### src/rtl/lockdet_pkg.sv
package lockdet_pkg;

   localparam int unsigned RUN_W = 13;

   typedef enum logic [1:0] {
      GM_IDLE    = 2'd0,
      GM_WAIT_DN = 2'd1,
      GM_WAIT_UP = 2'd2
   } gm_state_e;

   // run-length code: 4,8,16,32,64 then 256,1024,4096
   function automatic logic [RUN_W-1:0] need_cycles(input logic [2:0] code);
      if (code < 3'd5)
         return RUN_W'(4) << code;
      else
         return RUN_W'(64) << (2 * (int'(code) - 4));
   endfunction

endpackage

### src/rtl/lockdet_gap_meter.sv
module lockdet_gap_meter
   import lockdet_pkg::*;
#(
   parameter int unsigned TICK_PS       = 500,
   parameter int unsigned TIMEOUT_TICKS = 48,
   parameter int unsigned IN_SYNC       = 1,
   localparam int unsigned GAP_W        = $clog2(TIMEOUT_TICKS + 1)
) (
   input  logic       clk,
   input  logic       rst_n,
   input  logic       up_i,
   input  logic       dn_i,
   input  logic [2:0] thr_code_i,
   output logic       done_o,
   output logic       good_o
);

   localparam int unsigned THR_UNIT = 2000 / TICK_PS;

   if (TICK_PS == 0 || (2000 % TICK_PS) != 0) begin : g_bad_tick
      $error("TICK_PS must divide 2000 ps");
   end
   if (8 * THR_UNIT >= TIMEOUT_TICKS) begin : g_bad_timeout
      $error("TIMEOUT_TICKS must exceed the largest threshold");
   end

   logic up_v, dn_v;

   if (IN_SYNC != 0) begin : g_sync
      logic [1:0] up_s, dn_s;
      always_ff @(posedge clk) begin
         if (!rst_n) begin
            up_s <= '0;
            dn_s <= '0;
         end else begin
            up_s <= {up_s[0], up_i};
            dn_s <= {dn_s[0], dn_i};
         end
      end
      assign up_v = up_s[1];
      assign dn_v = dn_s[1];
   end else begin : g_direct
      assign up_v = up_i;
      assign dn_v = dn_i;
   end

   logic            up_q, dn_q;
   logic            rise_up, rise_dn;
   gm_state_e       state;
   logic [GAP_W-1:0] cnt;
   logic [GAP_W-1:0] gap_next;
   logic [GAP_W-1:0] thr;

   assign rise_up  = up_v & ~up_q;
   assign rise_dn  = dn_v & ~dn_q;
   assign gap_next = cnt + GAP_W'(1);
   assign thr      = GAP_W'((int'(thr_code_i) + 1) * THR_UNIT);

   always_ff @(posedge clk) begin
      if (!rst_n) begin
         up_q   <= 1'b0;
         dn_q   <= 1'b0;
         state  <= GM_IDLE;
         cnt    <= '0;
         done_o <= 1'b0;
         good_o <= 1'b0;
      end else begin
         up_q   <= up_v;
         dn_q   <= dn_v;
         done_o <= 1'b0;
         good_o <= 1'b0;
         unique case (state)
            GM_IDLE: begin
               cnt <= '0;
               if (rise_up && rise_dn) begin
                  done_o <= 1'b1;
                  good_o <= (thr != '0);
               end else if (rise_up) begin
                  state <= GM_WAIT_DN;
               end else if (rise_dn) begin
                  state <= GM_WAIT_UP;
               end
            end
            GM_WAIT_DN, GM_WAIT_UP: begin
               if ((state == GM_WAIT_DN) ? rise_dn : rise_up) begin
                  done_o <= 1'b1;
                  good_o <= (gap_next < thr);
                  state  <= GM_IDLE;
               end else if ((state == GM_WAIT_DN) ? rise_up : rise_dn) begin
                  done_o <= 1'b1;
                  state  <= GM_IDLE;
               end else if (gap_next >= GAP_W'(TIMEOUT_TICKS)) begin
                  done_o <= 1'b1;
                  state  <= GM_IDLE;
               end else begin
                  cnt <= gap_next;
               end
            end
            default: state <= GM_IDLE;
         endcase
      end
   end

   AST_WAIT_BOUND: assert property (@(posedge clk) disable iff (!rst_n)
      cnt < GAP_W'(TIMEOUT_TICKS)) else $error("wait counter overran");
   AST_GOOD_NEEDS_DONE: assert property (@(posedge clk) disable iff (!rst_n)
      good_o |-> done_o) else $error("good without result");

endmodule

### src/rtl/lockdet_run_counter.sv
module lockdet_run_counter
   import lockdet_pkg::*;
(
   input  logic       clk,
   input  logic       rst_n,
   input  logic       done_i,
   input  logic       good_i,
   input  logic [2:0] cnt_code_i,
   output logic       locked_o
);

   logic [RUN_W-1:0] run;
   logic [RUN_W-1:0] need;
   logic [RUN_W:0]   run_inc;

   assign need    = need_cycles(cnt_code_i);
   assign run_inc = {1'b0, run} + (RUN_W + 1)'(1);

   always_ff @(posedge clk) begin
      if (!rst_n) begin
         run      <= '0;
         locked_o <= 1'b0;
      end else if (done_i) begin
         if (good_i) begin
            if (run < need) run <= run + RUN_W'(1);
            locked_o <= (run_inc >= {1'b0, need});
         end else begin
            run      <= '0;
            locked_o <= 1'b0;
         end
      end
   end

   AST_LOCK_FROM_GOOD: assert property (@(posedge clk) disable iff (!rst_n)
      $rose(locked_o) |-> $past(done_i && good_i)) else $error("lock without good cycle");
   AST_BAD_DROPS: assert property (@(posedge clk) disable iff (!rst_n)
      (done_i && !good_i) |=> !locked_o) else $error("bad cycle kept lock");
   AST_RUN_BOUND: assert property (@(posedge clk) disable iff (!rst_n)
      run <= RUN_W'(4096)) else $error("run counter overflow");

endmodule

### src/rtl/lockdet_restart_gen.sv
module lockdet_restart_gen (
   input  logic clk,
   input  logic rst_n,
   input  logic locked_i,
   input  logic auto_en_i,
   input  logic busy_i,
   output logic strobe_o
);

   logic locked_d;

   always_ff @(posedge clk) begin
      if (!rst_n) begin
         locked_d <= 1'b0;
         strobe_o <= 1'b0;
      end else begin
         locked_d <= locked_i;
         strobe_o <= locked_d & ~locked_i & auto_en_i & ~busy_i;
      end
   end

   AST_STROBE_SINGLE: assert property (@(posedge clk) disable iff (!rst_n)
      strobe_o |=> !strobe_o) else $error("strobe longer than one clock");
   AST_STROBE_GATED: assert property (@(posedge clk) disable iff (!rst_n)
      strobe_o |-> $past(auto_en_i && !busy_i)) else $error("strobe while gated");

endmodule

### src/rtl/pll_lock_detect.sv
module pll_lock_detect #(
   parameter int unsigned TICK_PS       = 500,
   parameter int unsigned TIMEOUT_TICKS = 48,
   parameter int unsigned IN_SYNC       = 1
) (
   input  logic       clk,
   input  logic       rst_n,
   input  logic       pfd_up_i,
   input  logic       pfd_dn_i,
   input  logic [2:0] thr_code_i,
   input  logic [2:0] cnt_code_i,
   input  logic       lock_act_low_i,
   input  logic       autocal_en_i,
   input  logic       cal_busy_i,
   output logic       lock_o,
   output logic       cal_restart_o
);

   logic cyc_done, cyc_good, locked;

   lockdet_gap_meter #(
      .TICK_PS      (TICK_PS),
      .TIMEOUT_TICKS(TIMEOUT_TICKS),
      .IN_SYNC      (IN_SYNC)
   ) u_gap (
      .clk       (clk),
      .rst_n     (rst_n),
      .up_i      (pfd_up_i),
      .dn_i      (pfd_dn_i),
      .thr_code_i(thr_code_i),
      .done_o    (cyc_done),
      .good_o    (cyc_good)
   );

   lockdet_run_counter u_run (
      .clk       (clk),
      .rst_n     (rst_n),
      .done_i    (cyc_done),
      .good_i    (cyc_good),
      .cnt_code_i(cnt_code_i),
      .locked_o  (locked)
   );

   lockdet_restart_gen u_rst (
      .clk      (clk),
      .rst_n    (rst_n),
      .locked_i (locked),
      .auto_en_i(autocal_en_i),
      .busy_i   (cal_busy_i),
      .strobe_o (cal_restart_o)
   );

   assign lock_o = locked ^ lock_act_low_i;

   AST_RESET_QUIET: assert property (@(posedge clk)
      !rst_n |=> !cal_restart_o) else $error("strobe after reset");

endmodule

### config.mk
export PLATFORM = sky130hd
export DESIGN_NAME = pll_lock_detect
export DESIGN_NICKNAME = d
export VERILOG_FILES = /design/src/rtl/lockdet_pkg.sv /design/src/rtl/lockdet_gap_meter.sv /design/src/rtl/lockdet_run_counter.sv /design/src/rtl/lockdet_restart_gen.sv /design/src/rtl/pll_lock_detect.sv
export SDC_FILE = /design/constraint.sdc
export NUM_CORES = 1
export LEC_CHECK = 0
export ABC_AREA = 1
export ABC_CLOCK_PERIOD_IN_PS = 2000
export BUFFER_PORTS_ARGS = -buffer_cell sky130_fd_sc_hd__buf_2
export CAP_MARGIN = 20
export CORE_ASPECT_RATIO = 0.6
export CORE_UTILIZATION = 55
export DETAILED_ROUTE_END_ITERATION = 8
export PLACE_DENSITY_LB_ADDON = 0.2
export SYNTH_ARGS = -nofsm -noshare
export SYNTH_HDL_FRONTEND = slang
export SYNTH_HIERARCHICAL = 1
export SYNTH_SLANG_ARGS = --single-unit
### constraint.sdc
create_clock -name clk -period 2 [get_ports clk]
set_clock_uncertainty 0.05 [all_clocks]
set_input_delay 0.4 -clock clk [delete_from_list [all_inputs] [get_ports clk]]
set_output_delay 0.4 -clock clk [all_outputs]
set_load 0.05 [all_outputs]
# Word level (Yosys, flattened, before mapping)
# Index checks and enable logic that the tools add are counted.
# word_totals
register_bits	32
inputBits	13
out_inout_bits	2
word_cells	76
# op_classes
addsub	5
magnitude_cmp	5
eq_ne	9
shifts	2
n_mux	25
bitwise	10
n_reduce_logical	8
# ops
operator	count
$mux W13	3
$shl A7 B32 Y13 const A	1
$mux W6	3
$add A13 B1 Y14 const B	1
$ge A14 B13 Y1	1
$add A13 B1 Y13 const B	1
$lt A13 B13 Y1	1
$shl A3 B3 Y13 const A	1
$mux W2	6
$pmux W6 S2	1
$mux W1	9
$ne A2 B2 Y1 const B	4
$add A6 B1 Y6 const B	1
$ge A6 B6 Y1 const B	1
$lt A6 B6 Y1	1
$reduce_bool A6 Y1	1
$and A1 B1 Y1	5
$add A3 B1 Y4 const B	1
$ne A4 B1 Y1 const B	1
$not A1 Y1	4
$pmux W1 S2	2
$pmux W2 S2	1
$reduce_and A4 Y1	1
$sub A3 B3 Y4 const B	1
other kinds (12)	12

# Depth between registers and ports, before layout
# Gate-level depths: netlist of the first run.
# depth
depth_word	6
depth_mapped	15
mapped_depth_nobuf	14

# Modules after synthesis
# The synthesis of the first run kept the hierarchy.
# by_module_without_submodules
mod	instances	cells_each	area_per_inst_um2	seq_area_each_um2
lockdet_run_counter	1	205	1453.9	280.3
lockdet_gap_meter	1	139	1002.2	320.3
lockdet_restart_gen	1	9	67.6	40.0
pll_lock_detect	1	5	18.8	0.0

# Least setup slack after synthesis of the first run
# No wires, ideal clock.
# synth_timing
path_kind	reg-to-reg
startpoint	reg u_run.run[1]
endpoint	reg u_run.locked_o
setup_time_ps	74
arrival_time_ps	1975
required_time_ps	1876
slack_ps	-100
stages_incl_launch_ff	15
path_buffers	0
synth_period_minus_slack_ps	2100
cell_sequence	dfxtp_1 -> ha_1 -> nand2_1 -> nor2_4 -> nand3_2 -> nor3_2 -> xnor2_1 -> inv_1 -> ha_1 -> o21ai_0 -> nor2_1 -> nand3_1 -> nand3_1 -> nand2_1 -> a21oi_1
# synth_via
elab_chain_cells	3
# synth_lines
element	line	source
start: declaration	lockdet_run_counter.sv:12	logic [RUN_W-1:0] run;
start signal: assignment	lockdet_run_counter.sv:25	if (run < need) run <= run + RUN_W'(1);
$add A13 B1 Y14	lockdet_run_counter.sv:17	assign run_inc = {1'b0, run} + (RUN_W + 1)'(1);
$ge A14 B13 Y1	lockdet_run_counter.sv:26	locked_o <= (run_inc >= {1'b0, need});
$mux W1	lockdet_run_counter.sv:24	if (good_i) begin
end signal: assignment	lockdet_run_counter.sv:26	
end: declaration	lockdet_run_counter.sv:9	output logic locked_o
# No other way between the ends.
# A chain may end at the register's enable or synchronous reset.

# Worst setup path in the final report of the first run
# Ends and elaborated chain as after synthesis.

==> impl_metrics.ini, run 1 <==
[run_status]
outcome = finished, violations left
violations = negative setup slack

[placement]
hpwl_mm = 5.04
dpl_cell_area_um2 = 3070
port_buffers = 14
placed_cells = 478
gp_congestion = 0.964

[die]
dieArea_um2 = 4910
std_cell_rows = 18
coreArea_um2 = 4260
chipHeight_um = 54.7
ioPinCount = 15
die_w_um = 89.8
initial_core_util = 0.597

[synthesis]
synth-main-ff-cell = dfxtp_1
yosysMostFrequentCell = nand2_1
netlist_area_um2 = 2540
synth_fa_ha_area_frac = 0.133
postSynthCellCount = 358
synth_enable_flop_cells = 0
syn_area_per_cell_um2 = 7.10
ys_ff_latch = 32
synth_top_area_cell = dfxtp_1
synth_top_family_by_area = simple AND/OR/NAND/NOR gates
ys_async_sr_fraction = 0
synth_simple_gate_area_frac = 0.363
synth_warnings = 6
synth_common_cells = nand2_1 (77), inv_1 (51), dfxtp_1 (32), nand3_1 (29), ha_1 (27)
synth_cell_types = 34
synth_xor_xnor_area_share = 0.0487
synth-compound-area-share = 0.104
synth_top_area_frac = 0.252
synth_area_leaders = dfxtp_1 (25%), ha_1 (13%), nand2_1 (11%)
ys_seq_area_frac = 0.252
synthMuxAreaShare = 0

[power]
p_leak_nw = 1.68
p_per_area_nw_per_um2 = 399
netSwitchingPower_mw = 0.379
seqPwrFrac = 0.481
p_sw_frac = 0.279
pwr-share-comb = 0.172
vdd_drop_max_v = 0.000520
power_frac_clock = 0.348
p_int_mw = 0.982

[routing]
wl_per_cell_um = 14.2
dr.first_iter.drc_count = 191
drc = 0
num_vias = 2652
firstDrtPassIters = 4
viasPerCell = 5.30
ant_nets = 0
routed_wirelength_mm = 7.12

[clock_network]
clkTransAtPathRegs_ns = 0.07
cts_buffers = 5
cts-root-buf = clkbuf_8
cts_tree = done
cts.path.max_buffers = 2
postCtsHoldBufs = 0
clock_latency_ns = 0.28
clock_sinks = 32
h-tree-depth = 2

[sta]
timing.fmax_ghz = 0.456
post-route-period-util = 1.10
holdWs_ns = 0.247
hold_viol = 0
setup_viol = 6
worst_pin_slew_ns = 0.635
rsz0062_at_grt = true
slew_headroom = 0.576
maxSlewViolCount = 0
setup_slack_ns = -0.195
min_period_ns = 2.19

[finish]
fin_util = 0.801
nets = 479
area_delta_synth_final_pct = 34.1
final_cell_area_um2 = 3410
fin_cells = 500
n_antenna_cell = 0
drive_above_1_share = 0.350

[job]
maxCapViolCount = 0

[critical_path]
crit_required_ns = 2.16
critPathKind = reg2reg
cp-end-kind = flip-flop
cp.arrival_ns = 2.35
critPathMaxFanout = 3
critPathLaunchType = flip-flop

[grt]
grt_pass1_wl_mm = 10.6
grt_max_degree = 14
grt_antenna_before_repair = 0
grt_overflow = 0
grt_use_total = 0.282
grt_pass1_vias = 2268

[min_path]
hp-class = in2reg
## layout by cell type, fill, tap and decap left out, types with 3 or more instances in the layout
cell type	netlist	final
nor2_4	1	4
a21oi_2	9	9
nand3_4	2	4
nand2_1	77	72
ha_1	27	24
inv_2	5	7
nor2_1	22	18
dfxtp_1	32	29
xor2_1	6	4
buf_4	0	59
buf_6	1	3
buf_2	4	14
nand3_1	29	28
clkbuf_8	0	5
ha_4	0	3
nor2_2	4	5
xnor2_1	5	4
nand4_1	23	23
nand3_2	6	5
inv_1	51	49
a21oi_1	19	19
conb_1	1	4
nand2_2	14	16
nand2_4	1	4
## flip-flops by register name, summed over array words and instances, names as in the netlist
| register | flops |
|---|---|
| u_gap/g_sync.up_s | 2 |
| u_gap/cnt | 6 |
| u_gap/state | 2 |
| u_gap/up_q | 1 |
| u_run/run | 13 |
| u_gap/good_o | 1 |
| u_gap/g_sync.dn_s | 2 |
| u_run/locked_o | 1 |
| u_gap/done_o | 1 |
| u_rst/locked_d | 1 |
| u_rst/strobe_o | 1 |
| u_gap/dn_q | 1 |
## routing by layer
layer	global-route usage	wire length [um]	up-vias
met4	0.0656	68	0
met5	0	0	-
li1	-	-	1331
met2	0.441	3070	94
met1	0.395	3470	1220
met3	0.0694	507	7
## worst max-delay path, stage by stage, from the launching register on
cell	delay [ns]
dfxtp_4	0.38
ha_4	0.15
nand2_4	0.05
nor2_4	0.13
nand3_4	0.10
nor3_2	0.17
xnor2_1	0.14
inv_1	0.10
ha_4	0.27
o21ai_2	0.05
nor2_2	0.12
nand3_1	0.09
nand3_1	0.11
nand2_1	0.06
a21oi_1	0.14
## repair_timing
item	in CTS	in global routing
endpoints found under the setup margin	14	14
cloned	0	1
gates resized for setup	16	15
pin swaps	17	15
setup buffers	11	2
## path summary, 6_finish.rpt
kind                                   startpoint                         endpoint  slack, ns  cells past startpoint
setup reg to reg        u_run/run[1]$_SDFFE_PN0P_      u_run/locked_o$_SDFFE_PN0P_      -0.19                     14
hold reg to reg   u_gap/g_sync.up_s[0]$_SDFF_PN0_  u_gap/g_sync.up_s[1]$_SDFF_PN0_       0.36                      2
setup / recovery        u_run/run[1]$_SDFFE_PN0P_      u_run/locked_o$_SDFFE_PN0P_      -0.19                     14
hold / removal                           pfd_dn_i  u_gap/g_sync.dn_s[0]$_SDFF_PN0_       0.25                      3
## kinds of logic (layout without fill, tap and decap cells)
family,Yosys count,count (layout)
other cells,1,4
compound gates,40,40
simple gates,183,183
xor+xnor,12,12
buf+inv,63,142
fa+ha+maj,27,27
flops,32,32
## cell type report
type,instances,area [um^2]
Multi-Input combinational cell,266,1800
Inverter,56,210
Fill cell,311,848
Clock inverter,1,5.00
Tap cell,60,75.1
Timing Repair Buffer,78,592
Sequential cell,32,649
Clock buffer,7,76.3
## metrics by stage
step           TNS [ns]  setup slack (ns)  total power, mW
2_1_floorplan   -0.0255           -0.0255            0.805
3_3_place_gp      -4.66            -0.349            0.877
3_5_place_dp      -5.30            -0.397            0.884
4_1_cts           -1.50            -0.152             1.35
5_1_grt           -2.09            -0.350             1.43
6_report         -0.284            -0.195             1.36
## power groups by stage
stage | clock (mW) | sequential (mW) | combinational (mW)
after global placement | 0 | 0.669 | 0.208
final | 0.473 | 0.654 | 0.234
after CTS | 0.474 | 0.654 | 0.219
after detailed placement | 0 | 0.669 | 0.215
after floorplan | 0 | 0.667 | 0.138
after global routing | 0.513 | 0.655 | 0.260
Power figures use the tool's default switching activity.
==> inputs of run 2 (changes only) <==
ABC_CLOCK_PERIOD_IN_PS = 2100   (was 2000)
CORE_UTILIZATION = 56   (was 55)
clock period = 2.1 ns   (was 2 ns; I/O delays follow)
==> impl_metrics.ini, run 2 (synthesized netlist as in run 1, its figures left out) <==
[run_status]
outcome = finished, violations left
violations = negative setup slack

[sta]
setup_viol = 14
rsz0062_at_grt = true
hold_viol = 0
post-route-period-util = 1.03
slew_headroom = 0.599
setup_slack_ns = -0.0686
worst_pin_slew_ns = 0.600
maxSlewViolCount = 0
timing.fmax_ghz = 0.461
min_period_ns = 2.17
final.setup.tns_ns = -0.714

[finish]
fin_util = 0.755
nets = 459
n_antenna_cell = 0
area_delta_synth_final_pct = 25.8
largest_register_ffs = 13
drive_above_1_share = 0.293
layout.cells.most_common = nand2_1
largest-register = u_run/run
top_regs = u_run/run: 13 flops, u_gap/cnt: 6 flops
final_cell_mix = nand2_1 (76), inv_1 (51), buf_4 (42)
fillers = 360

[placement]
port_buffers = 14
hpwl_mm = 4.74
post-place-ws_ns = -0.294
gp_congestion = 0.901

[die]
ioPinCount = 15
std_cell_rows = 18
coreArea_um2 = 4230
die_w_um = 89.0
dieArea_um2 = 4820
initial_core_util = 0.600
chipHeight_um = 54.2

[clock_network]
cts-root-buf = clkbuf_8
cts.path.max_buffers = 2
cts_tree = done
clkTransAtPathRegs_ns = 0.07
clock_sinks = 32
cts_buffers = 5
clock_latency_ns = 0.28
h-tree-depth = 2

[power]
p_leak_nw = 1.55
total_power_mw = 1.41
p_per_area_nw_per_um2 = 440
vdd_drop_max_v = 0.000389

[routing]
wl_per_cell_um = 12.8
dr.first_iter.drc_count = 135
firstDrtPassIters = 4
drc = 0
num_vias = 2483
routed_wirelength_mm = 6.12
viasPerCell = 5.17
ant_nets = 0

[job]
maxCapViolCount = 0

[grt]
grt_max_degree = 14
grt_use_total = 0.286
grt_overflow = 0
grt_pass1_vias = 2211
grt_pass1_wl_mm = 10.2
grt_antenna_before_repair = 0

[critical_path]
crit_required_ns = 2.19
cp.arrival_ns = 2.25
critPathLaunchType = input pin
cp-end-kind = flip-flop
critPathMaxFanout = 13
critPathKind = in2reg

[min_path]
hp-class = in2reg
## run 2: cell types whose count changed in the layout (fill, tap and decap cells not counted), sizes merged
cell    previous run  this run
buf               77        58
bufinv             0         1
clkbuf             8         6
## run 2: layout make-up
cell class / instances / area, um^2 / share of cell area
tap: 60 / 75.1 / 0.0235
clock inverter: 2 / 35.0 / 0.0110
sequential: 32 / 649 / 0.203
inverter: 56 / 210 / 0.0657
timing repair buffer: 58 / 417 / 0.130
clock buffer: 6 / 72.6 / 0.0227
multi-input combinational: 266 / 1740 / 0.544
## run 2: where the power goes
part	leakage (nW)	internal [mW]	total, mW	switching [mW]
combinational	1.23	0.0788	0.206	0.127
sequential	0.261	0.615	0.622	0.00692
clock	0.0552	0.352	0.579	0.227
## run 2: routing by layer
metal  track usage  part of all wire  wire length (um)
met3        0.0583             0.052               320
met1         0.418              0.52              3200
met5             0                 0                 0
met2         0.429              0.42              2590
met4        0.0714            0.0016                10
## run 2: final timing paths
check,start,end,slack (ns),cells past startpoint
max reg2reg,u_run/run[1]$_SDFFE_PN0P_,u_run/locked_o$_SDFFE_PN0P_,-0.05,13
min reg2reg,u_gap/g_sync.up_s[0]$_SDFF_PN0_,u_gap/g_sync.up_s[1]$_SDFF_PN0_,0.36,2
min,pfd_up_i,u_gap/g_sync.up_s[0]$_SDFF_PN0_,0.27,3
max,cnt_code_i[0],u_run/run[4]$_SDFFE_PN0P_,-0.07,11
## run 2: critical path, cell delays in order
cell     delay (ns)
buf_2          0.10
inv_1          0.10
nand3_1        0.17
ha_1           0.34
a211o_1        0.34
a21oi_4        0.16
nand3_1        0.12
nand2_1        0.09
nand2_2        0.22
nand2_1        0.13
a21oi_1        0.07
## run 2: what timing repair did
item | CTS | global route
hold buffers | 0 | 0
pin swaps | 8 | 9
buffers inserted | 4 | 1
resized for setup | 14 | 7
endpoints found under the setup margin | 1 | 14
## run 2: stage by stage
step / hold slack (ns) / area [um^2] / instances
2_1_floorplan: 0.340 / 2550 / 361
3_3_place_gp: 0.344 / 2970 / 467
3_5_place_dp: 0.346 / 2970 / 467
4_1_cts: 0.257 / 3160 / 479
5_1_grt: 0.263 / 3200 / 480
6_report: 0.266 / 3200 / 480
